===== src/rtl/lsu_pkg.sv =====
package lsu_pkg;
  localparam int REG_IDX_W = 5;
  localparam int DISP_W    = 16;
  localparam int MEM_DW    = 16;
  localparam int PRIM_W    = 6;
  localparam int EXT_W     = 10;

  localparam logic [PRIM_W-1:0] OP_BYTE_D    = 6'd34;
  localparam logic [PRIM_W-1:0] OP_BYTE_DU   = 6'd35;
  localparam logic [PRIM_W-1:0] OP_HALF_D    = 6'd40;
  localparam logic [PRIM_W-1:0] OP_HALF_DU   = 6'd41;
  localparam logic [PRIM_W-1:0] OP_EXTENDED  = 6'd31;
  localparam logic [EXT_W-1:0]  XO_BYTE_X    = 10'd87;
  localparam logic [EXT_W-1:0]  XO_BYTE_XU   = 10'd119;
  localparam logic [EXT_W-1:0]  XO_HALF_X    = 10'd279;
  localparam logic [EXT_W-1:0]  XO_HALF_XU   = 10'd311;

  typedef enum logic [1:0] {ST_IDLE, ST_REQ, ST_WAIT} lsu_state_e;

  typedef struct packed {
    logic valid;
    logic half;
    logic update;
    logic indexed;
  } ld_kind_t;
endpackage


===== src/rtl/lsu_ld_decode.sv =====
module lsu_ld_decode
  import lsu_pkg::*;
(
  input  logic [PRIM_W-1:0]    prim,
  input  logic [EXT_W-1:0]     ext,
  input  logic [REG_IDX_W-1:0] ra,
  input  logic [REG_IDX_W-1:0] rt,
  output ld_kind_t             kind,
  output logic                 bad_form
);
  always_comb begin
    kind = '0;
    unique case (prim)
      OP_BYTE_D:  kind = '{valid: 1'b1, half: 1'b0, update: 1'b0, indexed: 1'b0};
      OP_BYTE_DU: kind = '{valid: 1'b1, half: 1'b0, update: 1'b1, indexed: 1'b0};
      OP_HALF_D:  kind = '{valid: 1'b1, half: 1'b1, update: 1'b0, indexed: 1'b0};
      OP_HALF_DU: kind = '{valid: 1'b1, half: 1'b1, update: 1'b1, indexed: 1'b0};
      OP_EXTENDED: begin
        unique case (ext)
          XO_BYTE_X:  kind = '{valid: 1'b1, half: 1'b0, update: 1'b0, indexed: 1'b1};
          XO_BYTE_XU: kind = '{valid: 1'b1, half: 1'b0, update: 1'b1, indexed: 1'b1};
          XO_HALF_X:  kind = '{valid: 1'b1, half: 1'b1, update: 1'b0, indexed: 1'b1};
          XO_HALF_XU: kind = '{valid: 1'b1, half: 1'b1, update: 1'b1, indexed: 1'b1};
          default:    kind = '0;
        endcase
      end
      default: kind = '0;
    endcase
  end

  // update form must name a real base register distinct from the target
  assign bad_form = kind.valid && kind.update && ((ra == '0) || (ra == rt));
endmodule


===== src/rtl/lsu_ld_agen.sv =====
module lsu_ld_agen
  import lsu_pkg::*;
#(
  parameter int XLEN = 64
) (
  input  logic              base_is_zero,
  input  logic              indexed,
  input  logic              update,
  input  logic [XLEN-1:0]   ra_value,
  input  logic [XLEN-1:0]   rb_value,
  input  logic [DISP_W-1:0] disp,
  input  logic              mode32,
  output logic [XLEN-1:0]   ea
);
  localparam int EXT_BITS = XLEN - DISP_W;

  logic [XLEN-1:0] base;
  logic [XLEN-1:0] offset;
  logic [XLEN-1:0] sum;

  assign base   = (base_is_zero && !update) ? '0 : ra_value;
  assign offset = indexed ? rb_value : {{EXT_BITS{disp[DISP_W-1]}}, disp};
  assign sum    = base + offset;

  generate
    if (XLEN > 32) begin : g_wide
      assign ea = mode32 ? {{(XLEN-32){1'b0}}, sum[31:0]} : sum;
    end else begin : g_narrow
      logic unused_mode;
      assign unused_mode = mode32;
      assign ea = sum;
    end
  endgenerate
endmodule


===== src/rtl/lsu_ld_extend.sv =====
module lsu_ld_extend
  import lsu_pkg::*;
#(
  parameter int XLEN = 64
) (
  input  logic              half,
  input  logic [MEM_DW-1:0] rdata,
  output logic [XLEN-1:0]   result
);
  // rdata[15:8] holds the lower-address byte, so a halfword is already in order
  assign result = half ? {{(XLEN-16){1'b0}}, rdata}
                       : {{(XLEN-8){1'b0}}, rdata[7:0]};
endmodule


===== src/rtl/lsu_load_agen.sv =====
module lsu_load_agen
  import lsu_pkg::*;
#(
  parameter int XLEN = 64
) (
  input  logic                 clk,
  input  logic                 rst,
  input  logic                 issue_valid,
  input  logic [5:0]           issue_prim,
  input  logic [9:0]           issue_ext,
  input  logic [4:0]           issue_ra,
  input  logic [4:0]           issue_rb,
  input  logic [4:0]           issue_rt,
  input  logic [XLEN-1:0]      ra_value,
  input  logic [XLEN-1:0]      rb_value,
  input  logic [15:0]          issue_disp,
  input  logic                 mode32,
  output logic                 busy,
  output logic                 mem_req,
  output logic [XLEN-1:0]      mem_addr,
  output logic                 mem_size,
  input  logic                 mem_rvalid,
  input  logic [15:0]          mem_rdata,
  output logic                 rt_we,
  output logic [4:0]           rt_wr_idx,
  output logic [XLEN-1:0]      rt_wr_data,
  output logic                 ra_we,
  output logic [4:0]           ra_wr_idx,
  output logic [XLEN-1:0]      ra_wr_data,
  output logic                 illegal_op
);
  lsu_state_e             state_q;
  ld_kind_t               kind;
  logic                   bad_form;
  logic [XLEN-1:0]        ea;
  logic [XLEN-1:0]        ea_q;
  logic                   half_q;
  logic                   upd_q;
  logic [REG_IDX_W-1:0]   rt_q;
  logic [REG_IDX_W-1:0]   ra_q;
  logic                   illegal_q;
  logic                   accept;
  logic                   done;
  logic                   unused_rb;

  assign unused_rb = ^issue_rb;

  lsu_ld_decode u_dec (
    .prim     (issue_prim),
    .ext      (issue_ext),
    .ra       (issue_ra),
    .rt       (issue_rt),
    .kind     (kind),
    .bad_form (bad_form)
  );

  lsu_ld_agen #(.XLEN(XLEN)) u_agen (
    .base_is_zero (issue_ra == '0),
    .indexed      (kind.indexed),
    .update       (kind.update),
    .ra_value     (ra_value),
    .rb_value     (rb_value),
    .disp         (issue_disp),
    .mode32       (mode32),
    .ea           (ea)
  );

  lsu_ld_extend #(.XLEN(XLEN)) u_ext (
    .half   (half_q),
    .rdata  (mem_rdata),
    .result (rt_wr_data)
  );

  assign accept = issue_valid && (state_q == ST_IDLE) && kind.valid && !bad_form;
  assign done   = (state_q == ST_WAIT) && mem_rvalid;

  always_ff @(posedge clk) begin
    if (rst) begin
      state_q   <= ST_IDLE;
      ea_q      <= '0;
      half_q    <= 1'b0;
      upd_q     <= 1'b0;
      rt_q      <= '0;
      ra_q      <= '0;
      illegal_q <= 1'b0;
    end else begin
      illegal_q <= issue_valid && (state_q == ST_IDLE) && bad_form;
      unique case (state_q)
        ST_IDLE: if (accept) begin
          state_q <= ST_REQ;
          ea_q    <= ea;
          half_q  <= kind.half;
          upd_q   <= kind.update;
          rt_q    <= issue_rt;
          ra_q    <= issue_ra;
        end
        ST_REQ:  state_q <= ST_WAIT;
        ST_WAIT: if (mem_rvalid) state_q <= ST_IDLE;
        default: state_q <= ST_IDLE;
      endcase
    end
  end

  assign busy       = (state_q != ST_IDLE);
  assign mem_req    = (state_q == ST_REQ);
  assign mem_addr   = ea_q;
  assign mem_size   = half_q;
  assign rt_we      = done;
  assign rt_wr_idx  = rt_q;
  assign ra_we      = done && upd_q;
  assign ra_wr_idx  = ra_q;
  assign ra_wr_data = ea_q;
  assign illegal_op = illegal_q;
endmodule


===== config.mk =====
export PLATFORM = sky130hd
export DESIGN_NAME = lsu_load_agen
export DESIGN_NICKNAME = d
export VERILOG_FILES = /design/src/rtl/lsu_pkg.sv /design/src/rtl/lsu_ld_decode.sv /design/src/rtl/lsu_ld_agen.sv /design/src/rtl/lsu_ld_extend.sv /design/src/rtl/lsu_load_agen.sv
export SDC_FILE = /design/constraint.sdc
export NUM_CORES = 1
export LEC_CHECK = 0
export CORE_AREA = 2 2 156 158
export CTS_BUF_LIST = sky130_fd_sc_hd__clkbuf_4
export DETAILED_ROUTE_END_ITERATION = 7
export DIE_AREA = 0 0 158 160
export PLACE_DENSITY = 0.77
export SETUP_SLACK_MARGIN = 0.15
export SLEW_MARGIN = 20
export SYNTH_ARGS = -nofsm -noshare
export SYNTH_HDL_FRONTEND = slang
export SYNTH_SLANG_ARGS = --single-unit

===== constraint.sdc =====
create_clock -name clk -period 7.4 [get_ports clk]
set_input_delay 1.48 -clock clk [delete_from_list [all_inputs] [get_ports clk]]
set_output_delay 1.48 -clock clk [all_outputs]
set_load 0.01 [all_outputs]

==> run_results.csv <==
group,metric,value,unit
run_status,status,"finished, final reports clean",
clock_network,clockBufferDepth,2,
critical_path,crit_fanout,21,
worst_hold_path,hold_start,"rt_wr_idx[1]$_SDFFE_PP0P_",
timing,rsz0062_at_grt,"false",
final_layout,final_nets,1602,
clock_network,cts_root_buffer,"clkbuf_4",
logic_synthesis,netlist_area,8330,sq um
critical_path,crit_type,"in -> reg",
power_and_ir_drop,ir_worst_vdd,0.0818,mV
logic_synthesis,ys_seq_area_share,19.0,%
global_routing,grt_antenna_before_repair,1,
clock_network,numClockSinks,79,
final_layout,area_growth,36.5,%
worst_hold_path,min_path_cells,2,
worst_hold_path,holdPathEnd,"rt_wr_idx[1]$_SDFFE_PP0P_",
final_layout,drive_above_1_share,4.61,%
floorplanning,ios,404,
drt,vias,8434,
final_layout,final_util,47.7,%
timing,fin_crit_sh,87.1,%
critical_path,cp-end-kind,"flop",
drt,viasPerCell,5.05,
placement,place_area,11200,sq um
clock_network,clk_pin_slew_worst_paths,0.14,ns
logic_synthesis,synth_cell_types,69,
drt,drt-initial-drc-count,439,
critical_path,crit_path_cell_trace,"clkdlybuf4s50_1 -> nand4b_1 -> or3_1 -> nor4_1 -> and2_2 -> buf_4 -> mux2_2 -> ha_1 -> a211oi_1 -> o211ai_1 -> a311oi_2 -> o21ai_4 -> a31oi_4 -> a41oi_2 -> nand4_1 -> nand2_1 -> a311oi_1 -> xnor2_1 -> o21ai_1",
drt,detail-route-antenna-nets,0,
drt,drt-total-wl,27200,microns
final_layout,layout_commonest_cell,"clkdlybuf4s50_1",
drt,drt_first_pass_iters,5,
clock_network,cts_tree,"built",
timing,setup_violations,0,
drt,wl_per_cell,16.2,microns
timing,hold_viol,0,
floorplanning,die_y,160,microns
final_layout,final_cell_mix,"clkdlybuf4s50_1 (333), nand2_1 (154), a21oi_1 (106), a21o_1 (81), dfxtp_1 (79)",
drt,drc_errors,0,
final_layout,post-route-cell-area,11400,sq um
placement,portBuffers,334,
floorplanning,core-area,23800,sq um
clock_network,cts_max_level,3,
global_routing,grt_usage,20.3,%
clock_network,cts-resized-gates,0,
critical_path,r2r-start,"state_q[1]$_SDFFE_PP0P_",
critical_path,cpMaxStageDelayCell,"a311oi_2",
timing,period_needed,6.44,ns
global_routing,grt_pass1_wl,41100,microns
critical_path,cp_data_arrival_time,6.79,ns
job,max_cap_violations,0,
worst_hold_path,hold_path_class,"reg -> reg",
global_routing,grt_max_degree,50,
timing,max_freq,0.155,GHz
critical_path,reg2reg_depth,6,
placement,routabilityCongestion,0.882,
clock_network,postCtsSetupRepairBufs,0,
timing,worst_pin_slew,1.05,ns
final_layout,fill_cells,2350,
critical_path,cpPeakStageDelay,0.52,ns
clock_network,numCtsBuffers,9,
logic_synthesis,ys.flop_type,"dfxtp_1",
logic_synthesis,synth_async_sr_flop_share,0,%
logic_synthesis,synth.avg_cell_area,7.40,sq um
critical_path,worstPathRequired,7.75,ns
logic_synthesis,ys_ff_latch,79,
floorplanning,die_area,25300,sq um
floorplanning,rows,57,
timing,tns,0,ns
critical_path,cp-start-kind,"input pin",
critical_path,reg2reg_slack,5.03,ns
timing,layout_setup_ws,0.957,ns
logic_synthesis,synth_edf_count,0,
placement,post-place-ws,0.526,ns
floorplanning,die_w,158,microns
global_routing,grt.overflow.total,0,
timing,max_slew_margin,29.9,%
power_and_ir_drop,pwr_density_cell,119,nW/um^2
logic_synthesis,syn_inst,1125,
global_routing,grt_pass1_vias,7781,
critical_path,worstReg2RegEnd,"mem_addr[36]$_SDFFE_PP0P_",
clock_network,hold_buffers,0,
timing,fin_skew,0.0288,ns
power_and_ir_drop,power.total,1360,uW
timing,slew_violations,0,
placement,hpwl,22200,microns
clock_network,worstSkewPairLatency,0.45,ns
floorplanning,initial_utilization,35.0,%
logic_synthesis,synth_warnings,0,
power_and_ir_drop,p_leak,0.00462,uW
-- state kept, by name, indices dropped and copies added, names as in the netlist --
register	count
mem_size	1
mem_addr	64
ra_wr_idx	5
rt_wr_idx	5
upd_q	1
illegal_op	1
state_q	2
-- Yosys cell counts (all sizes together), types with 15 or more instances --
cell,number,area [sq um]
nand4,16,100
xnor2,42,368
o21ai,66,342
ha,63,788
mux2,15,169
nor2,59,221
and2,77,482
a21o,81,608
buf,129,942
a21oi,107,539
dfxtp,79,1580
inv,16,60.1
clkbuf,54,203
nand2,156,588
xor2,26,228
-- stage by stage --
| stage | hold slack (ns) | cells |
|---|---|---|
| after global routing | 0.482 | 1671 |
| after global placement | 0.443 | 1655 |
| final | 0.462 | 1671 |
| after floorplan | 0.474 | 1172 |
| after detailed placement | 0.447 | 1655 |
| after CTS | 0.465 | 1670 |
-- how the worst max path moves through the flow --
stage,slack (ns),cells after the start,start,to
6_report,0.96,19,issue_prim[3],mem_addr[63]$_SDFFE_PP0P_
5_1_grt,0.68,21,issue_prim[3],mem_addr[60]$_SDFFE_PP0P_
4_1_cts,1.02,21,issue_prim[3],mem_addr[60]$_SDFFE_PP0P_
3_5_place_dp,0.53,21,issue_prim[3],mem_addr[60]$_SDFFE_PP0P_
3_3_place_gp,0.63,21,issue_prim[3],mem_addr[60]$_SDFFE_PP0P_
2_1_floorplan,1.50,18,issue_prim[5],mem_addr[49]$_SDFFE_PP0P_
-- final cells by class --
| cell class | instances | area (sq um) | share of cell area, % |
|---|---|---|---|
| flip-flops and latches | 79 | 1580 | 13.9 |
| multi-input cells | 894 | 5740 | 50.5 |
| clock buffers | 9 | 67.6 | 0.594 |
| inverters | 16 | 60.1 | 0.528 |
| diodes | 1 | 2.50 | 0.0220 |
| well taps | 324 | 405 | 3.57 |
| repair buffers | 342 | 3400 | 29.9 |
| clock inverters | 6 | 110 | 0.969 |
-- power by group --
part           switching [uW]  internal (uW)
logic                     301            283
clock network             166            169
registers                6.57            432
total                     473            884
-- kinds of logic (layout without fill, tap and decap cells) --
kind of cell             Yosys count  after routing  synth area share, %
flip-flops                        79             79                 19.0
AND/OR/NAND/NOR                  366            366                 21.0
buffers and inverters            199            373                 14.5
AO/OA/AOI/OAI                    333            333                 26.6
other                              1             49               0.0450
adder cells (fa/ha/maj)           64             64                 9.70
multiplexers                      15             15                 2.03
XOR/XNOR                          68             68                 7.15
-- per-layer routing --
layer / vias up / wire length [microns] / track usage, %
li1: 4173 / - / -
met4: 0 / 233 / 3.97
met2: 294 / 13400 / 35.3
met5: - / 0 / 0
met3: 20 / 1570 / 2.77
met1: 3947 / 12000 / 26.8
-- critical path: cells and delay by family --
kind | cells | cell delay (ns)
and+or+nand+nor | 6 | 1.37
buffers and inverters | 2 | 0.81
adders and majority gates | 1 | 0.33
muxes | 1 | 0.41
xor gates and xnor gates | 1 | 0.16
AOI/OAI and AO/OA | 8 | 2.21
Note: power is estimated with default switching activity, not from simulation.
